**config.mk**
```make
export PLATFORM = sky130hd
export DESIGN_NAME = load_align_unit
export DESIGN_NICKNAME = d
export VERILOG_FILES = /design/src/rtl/load_pkg.sv /design/src/rtl/load_addr_gen.sv /design/src/rtl/load_extract.sv /design/src/rtl/load_ctrl.sv /design/src/rtl/load_align_unit.sv
export SDC_FILE = /design/constraint.sdc
export NUM_CORES = 1
export LEC_CHECK = 0
export ABC_AREA = 1
export BUFFER_PORTS_ARGS = -buffer_cell sky130_fd_sc_hd__buf_2
export CORE_ASPECT_RATIO = 0.75
export CORE_MARGIN = 4
export CORE_UTILIZATION = 37
export CTS_CLUSTER_SIZE = 25
export DETAILED_ROUTE_END_ITERATION = 7
export PLACE_DENSITY_LB_ADDON = 0.12
export SLEW_MARGIN = 5
export SYNTH_ARGS = -nofsm -noshare
export SYNTH_HDL_FRONTEND = slang
export SYNTH_HIERARCHICAL = 1
export SYNTH_SLANG_ARGS = --single-unit
export TNS_END_PERCENT = 100
```
**constraint.sdc**
```tcl
create_clock -name clk_i -period 1.94 [get_ports clk_i]
set_clock_uncertainty 0.2 [all_clocks]
set_input_delay 0.097 -clock clk_i [delete_from_list [all_inputs] [get_ports clk_i]]
set_output_delay 0.097 -clock clk_i [all_outputs]
set_load 0.02 [all_outputs]
```
**src/rtl/load_pkg.sv**
```systemverilog
package load_pkg;
  typedef enum logic [1:0] {
    LS_BYTE = 2'b00,
    LS_HALF = 2'b01,
    LS_WORD = 2'b10
  } ld_size_e;

  typedef enum logic [1:0] {
    ST_IDLE  = 2'b00,
    ST_ISSUE = 2'b01,
    ST_WAIT  = 2'b10
  } ld_state_e;
endpackage

```
**src/rtl/load_addr_gen.sv**
```systemverilog
module load_addr_gen
  import load_pkg::*;
#(
  parameter int ADDR_W = 32,
  parameter int DISP_W = 16
) (
  input  logic [ADDR_W-1:0] base_i,
  input  logic [DISP_W-1:0] disp_i,
  input  ld_size_e          size_i,
  output logic [ADDR_W-1:0] word_addr_o,
  output logic [1:0]        lane_o
);
  localparam int EXT_W = ADDR_W - DISP_W;

  logic [ADDR_W-1:0] ea;

  // modulo 2^ADDR_W wrap comes from the fixed width
  assign ea          = base_i + {{EXT_W{disp_i[DISP_W-1]}}, disp_i};
  assign word_addr_o = {ea[ADDR_W-1:2], 2'b00};

  always_comb begin
    unique case (size_i)
      LS_BYTE: lane_o = ea[1:0];
      LS_HALF: lane_o = {ea[1], 1'b0};
      default: lane_o = 2'b00;
    endcase
  end
endmodule

```
**src/rtl/load_extract.sv**
```systemverilog
module load_extract
  import load_pkg::*;
#(
  parameter int DATA_W = 32
) (
  input  logic [DATA_W-1:0] word_i,
  input  logic [1:0]        lane_i,
  input  ld_size_e          size_i,
  output logic [DATA_W-1:0] data_o
);
  localparam int BYTE_W = 8;
  localparam int HALF_W = 2 * BYTE_W;

  logic [BYTE_W-1:0] byte_sel;
  logic [HALF_W-1:0] half_sel;

  assign byte_sel = word_i[lane_i*BYTE_W +: BYTE_W];
  assign half_sel = word_i[lane_i[1]*HALF_W +: HALF_W];

  always_comb begin
    unique case (size_i)
      LS_BYTE: data_o = {{(DATA_W-BYTE_W){byte_sel[BYTE_W-1]}}, byte_sel};
      LS_HALF: data_o = {{(DATA_W-HALF_W){half_sel[HALF_W-1]}}, half_sel};
      default: data_o = word_i;
    endcase
  end
endmodule

```
**src/rtl/load_ctrl.sv**
```systemverilog
module load_ctrl
  import load_pkg::*;
#(
  parameter int ADDR_W = 32,
  parameter int DATA_W = 32,
  parameter int IDX_W  = 5
) (
  input  logic              clk_i,
  input  logic              rst_ni,
  input  logic              req_valid_i,
  output logic              req_ready_o,
  input  logic [ADDR_W-1:0] acc_addr_i,
  input  logic [1:0]        acc_lane_i,
  input  ld_size_e          acc_size_i,
  input  logic [IDX_W-1:0]  acc_dst_i,
  output logic              mem_req_valid_o,
  input  logic              mem_req_ready_i,
  output logic [ADDR_W-1:0] mem_addr_o,
  input  logic              mem_rsp_valid_i,
  output logic [1:0]        lane_q_o,
  output ld_size_e          size_q_o,
  input  logic [DATA_W-1:0] ext_data_i,
  output logic              res_valid_o,
  output logic [IDX_W-1:0]  res_dst_o,
  output logic [DATA_W-1:0] res_data_o
);
  ld_state_e         state_q;
  logic [ADDR_W-1:0] addr_q;
  logic [IDX_W-1:0]  dst_q;
  logic              accept, rsp_take;

  assign req_ready_o     = (state_q == ST_IDLE);
  assign accept          = req_ready_o && req_valid_i;
  assign rsp_take        = (state_q == ST_WAIT) && mem_rsp_valid_i;
  assign mem_req_valid_o = (state_q == ST_ISSUE);
  assign mem_addr_o      = addr_q;

  always_ff @(posedge clk_i or negedge rst_ni) begin
    if (!rst_ni) begin
      state_q     <= ST_IDLE;
      addr_q      <= '0;
      lane_q_o    <= '0;
      size_q_o    <= LS_WORD;
      dst_q       <= '0;
      res_valid_o <= 1'b0;
      res_dst_o   <= '0;
      res_data_o  <= '0;
    end else begin
      res_valid_o <= 1'b0;
      unique case (state_q)
        ST_IDLE: if (accept) begin
          state_q  <= ST_ISSUE;
          addr_q   <= acc_addr_i;
          lane_q_o <= acc_lane_i;
          size_q_o <= acc_size_i;
          dst_q    <= acc_dst_i;
        end
        ST_ISSUE: if (mem_req_ready_i) state_q <= ST_WAIT;
        ST_WAIT: if (rsp_take) begin
          state_q     <= ST_IDLE;
          res_valid_o <= 1'b1;
          res_dst_o   <= dst_q;
          res_data_o  <= ext_data_i;
        end
        default: state_q <= ST_IDLE;
      endcase
    end
  end

  a_r6_busy_not_ready: assert property (@(posedge clk_i) disable iff (!rst_ni)
    mem_req_valid_o |-> !req_ready_o);

  a_r7_req_held: assert property (@(posedge clk_i) disable iff (!rst_ni)
    (mem_req_valid_o && !mem_req_ready_i) |=> (mem_req_valid_o && $stable(mem_addr_o)));

  a_r1_word_aligned: assert property (@(posedge clk_i) disable iff (!rst_ni)
    mem_req_valid_o |-> (mem_addr_o[1:0] == 2'b00));

  a_r8_single_pulse: assert property (@(posedge clk_i) disable iff (!rst_ni)
    res_valid_o |=> !res_valid_o);

  a_r8_pulse_follows_rsp: assert property (@(posedge clk_i) disable iff (!rst_ni)
    $rose(res_valid_o) |-> $past(mem_rsp_valid_i));
endmodule

```
**src/rtl/load_align_unit.sv**
```systemverilog
module load_align_unit
  import load_pkg::*;
#(
  parameter int ADDR_W = 32,
  parameter int DATA_W = 32,
  parameter int DISP_W = 16,
  parameter int IDX_W  = 5
) (
  input  logic              clk_i,
  input  logic              rst_ni,
  input  logic              req_valid_i,
  output logic              req_ready_o,
  input  logic [ADDR_W-1:0] req_base_i,
  input  logic [DISP_W-1:0] req_disp_i,
  input  logic [1:0]        req_size_i,
  input  logic [IDX_W-1:0]  req_dst_i,
  output logic              mem_req_valid_o,
  input  logic              mem_req_ready_i,
  output logic [ADDR_W-1:0] mem_addr_o,
  input  logic              mem_rsp_valid_i,
  input  logic [DATA_W-1:0] mem_rsp_data_i,
  output logic              res_valid_o,
  output logic [IDX_W-1:0]  res_dst_o,
  output logic [DATA_W-1:0] res_data_o
);
  ld_size_e          in_size, size_q;
  logic [ADDR_W-1:0] acc_addr;
  logic [1:0]        acc_lane, lane_q;
  logic [DATA_W-1:0] ext_data;

  assign in_size = ld_size_e'(req_size_i);

  load_addr_gen #(.ADDR_W(ADDR_W), .DISP_W(DISP_W)) u_addr (
    .base_i      (req_base_i),
    .disp_i      (req_disp_i),
    .size_i      (in_size),
    .word_addr_o (acc_addr),
    .lane_o      (acc_lane)
  );

  load_extract #(.DATA_W(DATA_W)) u_ext (
    .word_i (mem_rsp_data_i),
    .lane_i (lane_q),
    .size_i (size_q),
    .data_o (ext_data)
  );

  load_ctrl #(.ADDR_W(ADDR_W), .DATA_W(DATA_W), .IDX_W(IDX_W)) u_ctrl (
    .clk_i           (clk_i),
    .rst_ni          (rst_ni),
    .req_valid_i     (req_valid_i),
    .req_ready_o     (req_ready_o),
    .acc_addr_i      (acc_addr),
    .acc_lane_i      (acc_lane),
    .acc_size_i      (in_size),
    .acc_dst_i       (req_dst_i),
    .mem_req_valid_o (mem_req_valid_o),
    .mem_req_ready_i (mem_req_ready_i),
    .mem_addr_o      (mem_addr_o),
    .mem_rsp_valid_i (mem_rsp_valid_i),
    .lane_q_o        (lane_q),
    .size_q_o        (size_q),
    .ext_data_i      (ext_data),
    .res_valid_o     (res_valid_o),
    .res_dst_o       (res_dst_o),
    .res_data_o      (res_data_o)
  );

  a_r4_word_passthru: assert property (@(posedge clk_i) disable iff (!rst_ni)
    (mem_rsp_valid_i && !req_ready_o && !mem_req_valid_o && size_q != LS_BYTE
     && size_q != LS_HALF) |=> (res_data_o == $past(mem_rsp_data_i)));
endmodule

```
==> impl_metrics.yaml, run 1 <==
grt:
  antenna_found_initial: 1
  grt_use_total: 0.213
  grt_max_degree: 43
  grt_pass1_wl_mm: 33.6
  grt.overflow.total: 0
  grt_pass1_vias: 6512
placement:
  gp_congestion: 0.886
  placed_area_mm2: 0.00786
  dp_hpwl_mm: 16.1
  numPortBuffers: 163
  place_ws_ps: -116
layout:
  n_antenna_cell: 0
  drive_gt1_frac: 0.222
  nFillCells: 1776
  synthToLayoutAreaGrowth_pct: 33.3
  final_area_mm2: 0.00861
  layout_common_cells: "nand2_1 (521), buf_2 (162), inv_1 (125), dfrtp_1 (80), nand3_1 (77)"
  layout_commonest_cell: "nand2_1"
  final_nets: 1390
pwr:
  p_per_area_mw_per_mm2: 1210
  leakage_nw: 5.30
  peakVddDrop_mv: 0.746
  fin_total_pwr_w: 0.0104
critical_path:
  slowest_delay_ps: 540
  slowest_stage: "dlygate4sd3_1"
  cp-start-kind: "register"
  crit_family: "buffers and inverters"
  critPathBufInv: 2
  crit_required_ps: 2010
  path_max_fanout: 36
  cp-end-kind: "register"
  arrival_ps: 1920
  path_cells: "nor2_4 -> buf_12 -> nand3_1 -> nand2_1 -> dlygate4sd3_1"
  worstSetupPathType: "register to register"
route:
  ant_nets: 0
  drt_pre_antenna_iters: 7
  drtIter0Drc: 538
  wl_per_cell_um: 13.8
  route.detailed.drc: 0
  vias: 6906
  drt-total-wl_mm: 20.8
  avgViaCountPerCell: 4.58
clocking:
  cts_tree: "yes"
  htreeDepth: 3
  cts_sinks: 81
  clock-root-buffer: "clkbuf_16"
  worstSkewPairLatency_ps: 340
  clk_pin_slew_ps: 70
  cts-buffers-inserted: 9
  clockBufferDepth: 2
floorplanning:
  rows: 41
  die_y_um: 122
  initial_core_util: 0.380
  core_mm2: 0.0170
  io_pins: 164
  dieArea_mm2: 0.0197
  die_x_um: 161
logic_synthesis:
  ys_top_cells_by_area: "dfrtp_1 (31%), nand2_1 (30%), inv_1 (7.3%), ha_1 (6.0%), nand3_1 (6.0%)"
  async_flop_share: 1.00
  syn_avg_cell_area_um2: 6.32
  seq_area_frac_synth: 0.314
  ys_ff_latch: 81
  synth-edff-count: 0
  yosysWarnings: 6
  synth_top_area_frac: 0.310
  syn_area_mm2: 0.00646
  synth.distinct_cells: 37
  synth_cells: 1022
  synthFlopType: "dfrtp_1"
  synth_top_area_cell: "dfrtp_1"
run:
  max_cap_viol_count: 0
timing:
  fin_crit_sh: 0.952
  rsz0062_at_grt: "no"
  setup_viol: 0
  hold_violations: 0
  drv_slew: 0
  finalSetupTns_ps: 0
  layout_min_cycle_time_ps: 1850
  setup_ws_ps: 93.5
  fmax_ghz: 0.542
run_status:
  status: "finished, final reports clean"
hold_path:
  hold_class: "input pin to asynchronous set/reset pin"
-- registers in the layout (all words and copies together) (netlist names) --
signal,count
u_ctrl/res_data_o,32
u_ctrl/res_dst_o,5
u_ctrl/size_q_o,2
u_ctrl/res_valid_o,1
u_ctrl/dst_q,5
u_ctrl/lane_q_o,2
u_ctrl/mem_addr_o,32
u_ctrl/state_q,2
-- what timing repair did --
item / CTS / global route
setup buffers: 0 / 0
hold endpoints to repair: 121 / 0
gates resized for setup: 0 / 2
hold buffers: 43 / 0
endpoints found under the setup margin: 0 / 2
-- cells by family after synthesis --
group | synth area share
other | 0.000581
XOR/XNOR | 0.0203
flip-flops | 0.314
buffers and inverters | 0.115
AND/OR/NAND/NOR | 0.453
AO/OA/AOI/OAI | 0.0335
adder cells (fa/ha/maj) | 0.0632
-- per-layer routing --
| metal | routed length (um) | global-route usage | share of wire | vias up |
|---|---|---|---|---|
| li1 | - | - | - | 3625 |
| met1 | 11000 | 0.333 | 0.53 | 3055 |
| met2 | 8240 | 0.301 | 0.40 | 209 |
| met3 | 1410 | 0.0426 | 0.068 | 15 |
| met4 | 218 | 0.0446 | 0.010 | 2 |
| met5 | 7 | 0 | 0.00034 | - |
-- worst register-to-register path, cell delays in order, from the launching register on --
cell           delay (ps)
dfrtp_1               440
nor2_4                200
buf_12                220
nand3_1               100
nand2_1                80
dlygate4sd3_1         540
-- layout make-up --
| cell class | count | area [um2] | share of cell area |
|---|---|---|---|
| sequential | 81 | 2030 | 0.236 |
| clock inverter | 7 | 83.8 | 0.00974 |
| tap | 236 | 295 | 0.0343 |
| multi-input combinational | 777 | 3690 | 0.429 |
| inverter | 132 | 498 | 0.0578 |
| clock buffer | 9 | 225 | 0.0262 |
| timing repair buffer | 265 | 1790 | 0.208 |
-- path summary, 6_finish.rpt --
kind	depth (start not counted)	slack, ps	endpoint	from
max	5	90	u_ctrl/size_q_o[0]	u_ctrl/state_q[0]
max reg2reg	5	90	u_ctrl/size_q_o[0]	u_ctrl/state_q[0]
min reg2reg	2	270	u_ctrl/mem_addr_o[0]	u_ctrl/mem_addr_o[0]
max in group asynchronous	3	980	u_ctrl/mem_addr_o[25]	rst_ni
min	2	7	u_ctrl/res_dst_o[0]	rst_ni
min in group clk_i	6	10	u_ctrl/mem_addr_o[31]	req_base_i[31]
-- metrics by stage --
stage | hold slack (ps) | util | std cells
floorplan | -399 | - | 1023
global placement | -163 | 0.463 | 1448
detailed placement | -158 | 0.463 | 1448
CTS | 3.09 | 0.507 | 1507
global route | 33.9 | 0.507 | 1507
finish | 7.37 | 0.507 | 1507
-- Yosys cell counts, types with 2 or more instances --
cell type and instances:
nor2_1 42, o21bai_1 3, buf_4 3, clkbuf_1 7, nand2_4 3, nor2_4 2, xnor2_1 3, nand2_2 16
a21oi_1 22, nand4_1 12, xor2_1 12, inv_1 125, a22oi_1 7, dfrtp_1 80, nand3_1 77, inv_2 6
ha_1 31, buf_2 12, nand2_1 521, nor3_1 4, nand4_2 10, buf_6 9
-- power breakdown --
| group | total, W | leakage [nW] | switching (W) | internal, W |
|---|---|---|---|---|
| Clock | 0.00180 | 0.149 | 0.000777 | 0.00102 |
| Combinational | 0.00559 | 4.13 | 0.00358 | 0.00201 |
| Sequential | 0.00299 | 1.02 | 0.000530 | 0.00246 |
Note: power is estimated with default switching activity, not from simulation.
==> run 2: changes to the inputs <==
--- a/config.mk
+++ b/config.mk
@@ -9,7 +9,7 @@
 export BUFFER_PORTS_ARGS = -buffer_cell sky130_fd_sc_hd__buf_2
 export CORE_ASPECT_RATIO = 0.75
 export CORE_MARGIN = 4
-export CORE_UTILIZATION = 37
+export CORE_UTILIZATION = 25
 export CTS_CLUSTER_SIZE = 25
 export DETAILED_ROUTE_END_ITERATION = 7
 export PLACE_DENSITY_LB_ADDON = 0.12
==> impl_metrics.yaml, run 2 (same netlist as run 1, synthesis figures left out) <==
grt:
  grt_max_degree: 39
  grt_use_total: 0.165
  grt_pass1_vias: 6801
  grt.met2_usage: 0.233
  grt.overflow.total: 0
  antenna_found_initial: 1
  grt_util_met1: 0.260
  grt_use_met3: 0.0296
  grt_most_used_layer: "met1"
  grt_pass1_wl_mm: 38.0
critical_path:
  path_max_fanout: 11
  cp-end-kind: "output pin"
  arrival_ps: 1480
  slowest_stage: "dfrtp_1"
  r2r_slack_ps: 250
  slowest_delay_ps: 450
  path_cells: "nor2_4 -> buf_4 -> buf_2"
  r2r_cells: 7
  reg2reg_from: "u_ctrl/size_q_o[1]"
  crit_required_ps: 1640
  cp-start-kind: "register"
  worstSetupPathType: "register to output pin"
  r2r-end: "u_ctrl/res_data_o[16]"
floorplanning:
  core_mm2: 0.0252
  initial_core_util: 0.256
  die_x_um: 194
  rows: 50
  die_y_um: 147
  dieArea_mm2: 0.0285
  io_pins: 164
clocking:
  cts_tree: "yes"
  cts_sinks: 81
  clk_pin_slew_ps: 80
  cts_resized: 0
  clock-root-buffer: "clkbuf_16"
  post_cts_buffers: 0
  clockBufferDepth: 2
  htreeDepth: 3
  cts-buffers-inserted: 9
  worstSkewPairLatency_ps: 350
pwr:
  intPower_w: 0.00531
  p_per_area_mw_per_mm2: 1170
  peakVddDrop_mv: 0.553
  clkPwrFrac: 0.168
  leakage_nw: 5.30
  pwr-share-seq: 0.293
  share_comb_of_total_power: 0.539
  p_sw_frac: 0.482
  switchingPower_w: 0.00494
layout:
  drive_gt1_frac: 0.225
  final_nets: 1395
  synthToLayoutAreaGrowth_pct: 35.1
  layout_commonest_cell: "nand2_1"
  n_antenna_cell: 0
  fin_cells: 1614
  nFillCells: 2787
  utilization: 0.346
  layout_common_cells: "nand2_1 (521), buf_2 (162), inv_1 (125), dfrtp_1 (80), nand3_1 (77)"
hold_path:
  hold_class: "input pin to register"
  min_delay_path_depth: 6
  hold_end: "u_ctrl/mem_addr_o[31]"
  min_from: "req_base_i[31]"
timing:
  setup_viol: 0
  hold_violations: 0
  rsz0062_at_grt: "no"
  fin_crit_sh: 0.917
  fmax_ghz: 0.562
  layout_min_cycle_time_ps: 1780
  drv_slew: 0
route:
  vias: 6852
  drtIter0Drc: 367
  drt-total-wl_mm: 23.1
  drt_pre_antenna_iters: 6
  wl_per_cell_um: 14.3
  ant_nets: 0
  avgViaCountPerCell: 4.25
  route.detailed.drc: 0
placement:
  gp_congestion: 0.849
  placed_cells: 1555
  dp_hpwl_mm: 18.2
  numPortBuffers: 163
run:
  max_cap_viol_count: 0
run_status:
  status: "finished, final reports clean"
run 2: layout make-up:
type                            instances  area (um2)  share of cell area
Clock buffer                            9         225              0.0258
Clock inverter                          7        57.6             0.00659
Inverter                              132         498              0.0571
Multi-Input combinational cell        777        3690               0.423
Sequential cell                        81        2030               0.232
Tap cell                              338         423              0.0485
Timing Repair Buffer                  270        1800               0.207
run 2: worst max path at each step:
stage	startpoint	endpoint	slack (ps)	cells after the start
global placement	req_disp_i[15]	u_ctrl/mem_addr_o[27]	-140	12
floorplan	req_base_i[0]	u_ctrl/mem_addr_o[28]	170	13
finish	u_ctrl/state_q[0]	req_ready_o	160	3
CTS	u_ctrl/state_q[0]	req_ready_o	80	3
detailed placement	req_disp_i[0]	u_ctrl/mem_addr_o[12]	-130	13
global route	req_disp_i[15]	u_ctrl/mem_addr_o[30]	5	12
run 2: power by group through the flow:
stage | clock, W | sequential (W) | combinational, W
after floorplan | 0 | 0.00370 | 0.00286
after global placement | 0 | 0.00304 | 0.00550
after detailed placement | 0 | 0.00303 | 0.00551
after CTS | 0.00182 | 0.00302 | 0.00560
after global routing | 0.00188 | 0.00313 | 0.00619
final | 0.00172 | 0.00300 | 0.00552
run 2: routing by layer:
metal | share of wire | routed length [um] | vias up
li1 | - | - | 3636
met4 | 0.0082 | 190 | 2
met3 | 0.044 | 1010 | 15
met1 | 0.55 | 12700 | 3037
met2 | 0.40 | 9210 | 162
met5 | 0.00030 | 7 | -
run 2: timing repair:
item,4_1_cts,5_1_grt
hold buffers,43,0
setup endpoints to repair,0,1
endpoints found under the hold margin,124,0
run 2: critical path, delay by kind of cell, from the launching register on:
kind,cells,cell delay [ps]
AND/OR/NAND/NOR,1,230
flip-flops,1,450
buffers and inverters,2,450
run 2: metrics by stage:
step	hold WS (ps)	instance area (um2)	worst slack [ps]	TNS, ps	total power, W
6_report	29.0	8730	161	0	0.0102
5_1_grt	52.0	8730	4.57	0	0.0112
4_1_cts	8.38	8730	77.9	0	0.0104
3_5_place_dp	-108	8010	-125	-1190	0.00854
3_3_place_gp	-108	8010	-145	-1090	0.00854
2_1_floorplan	-399	6460	166	0	0.00656
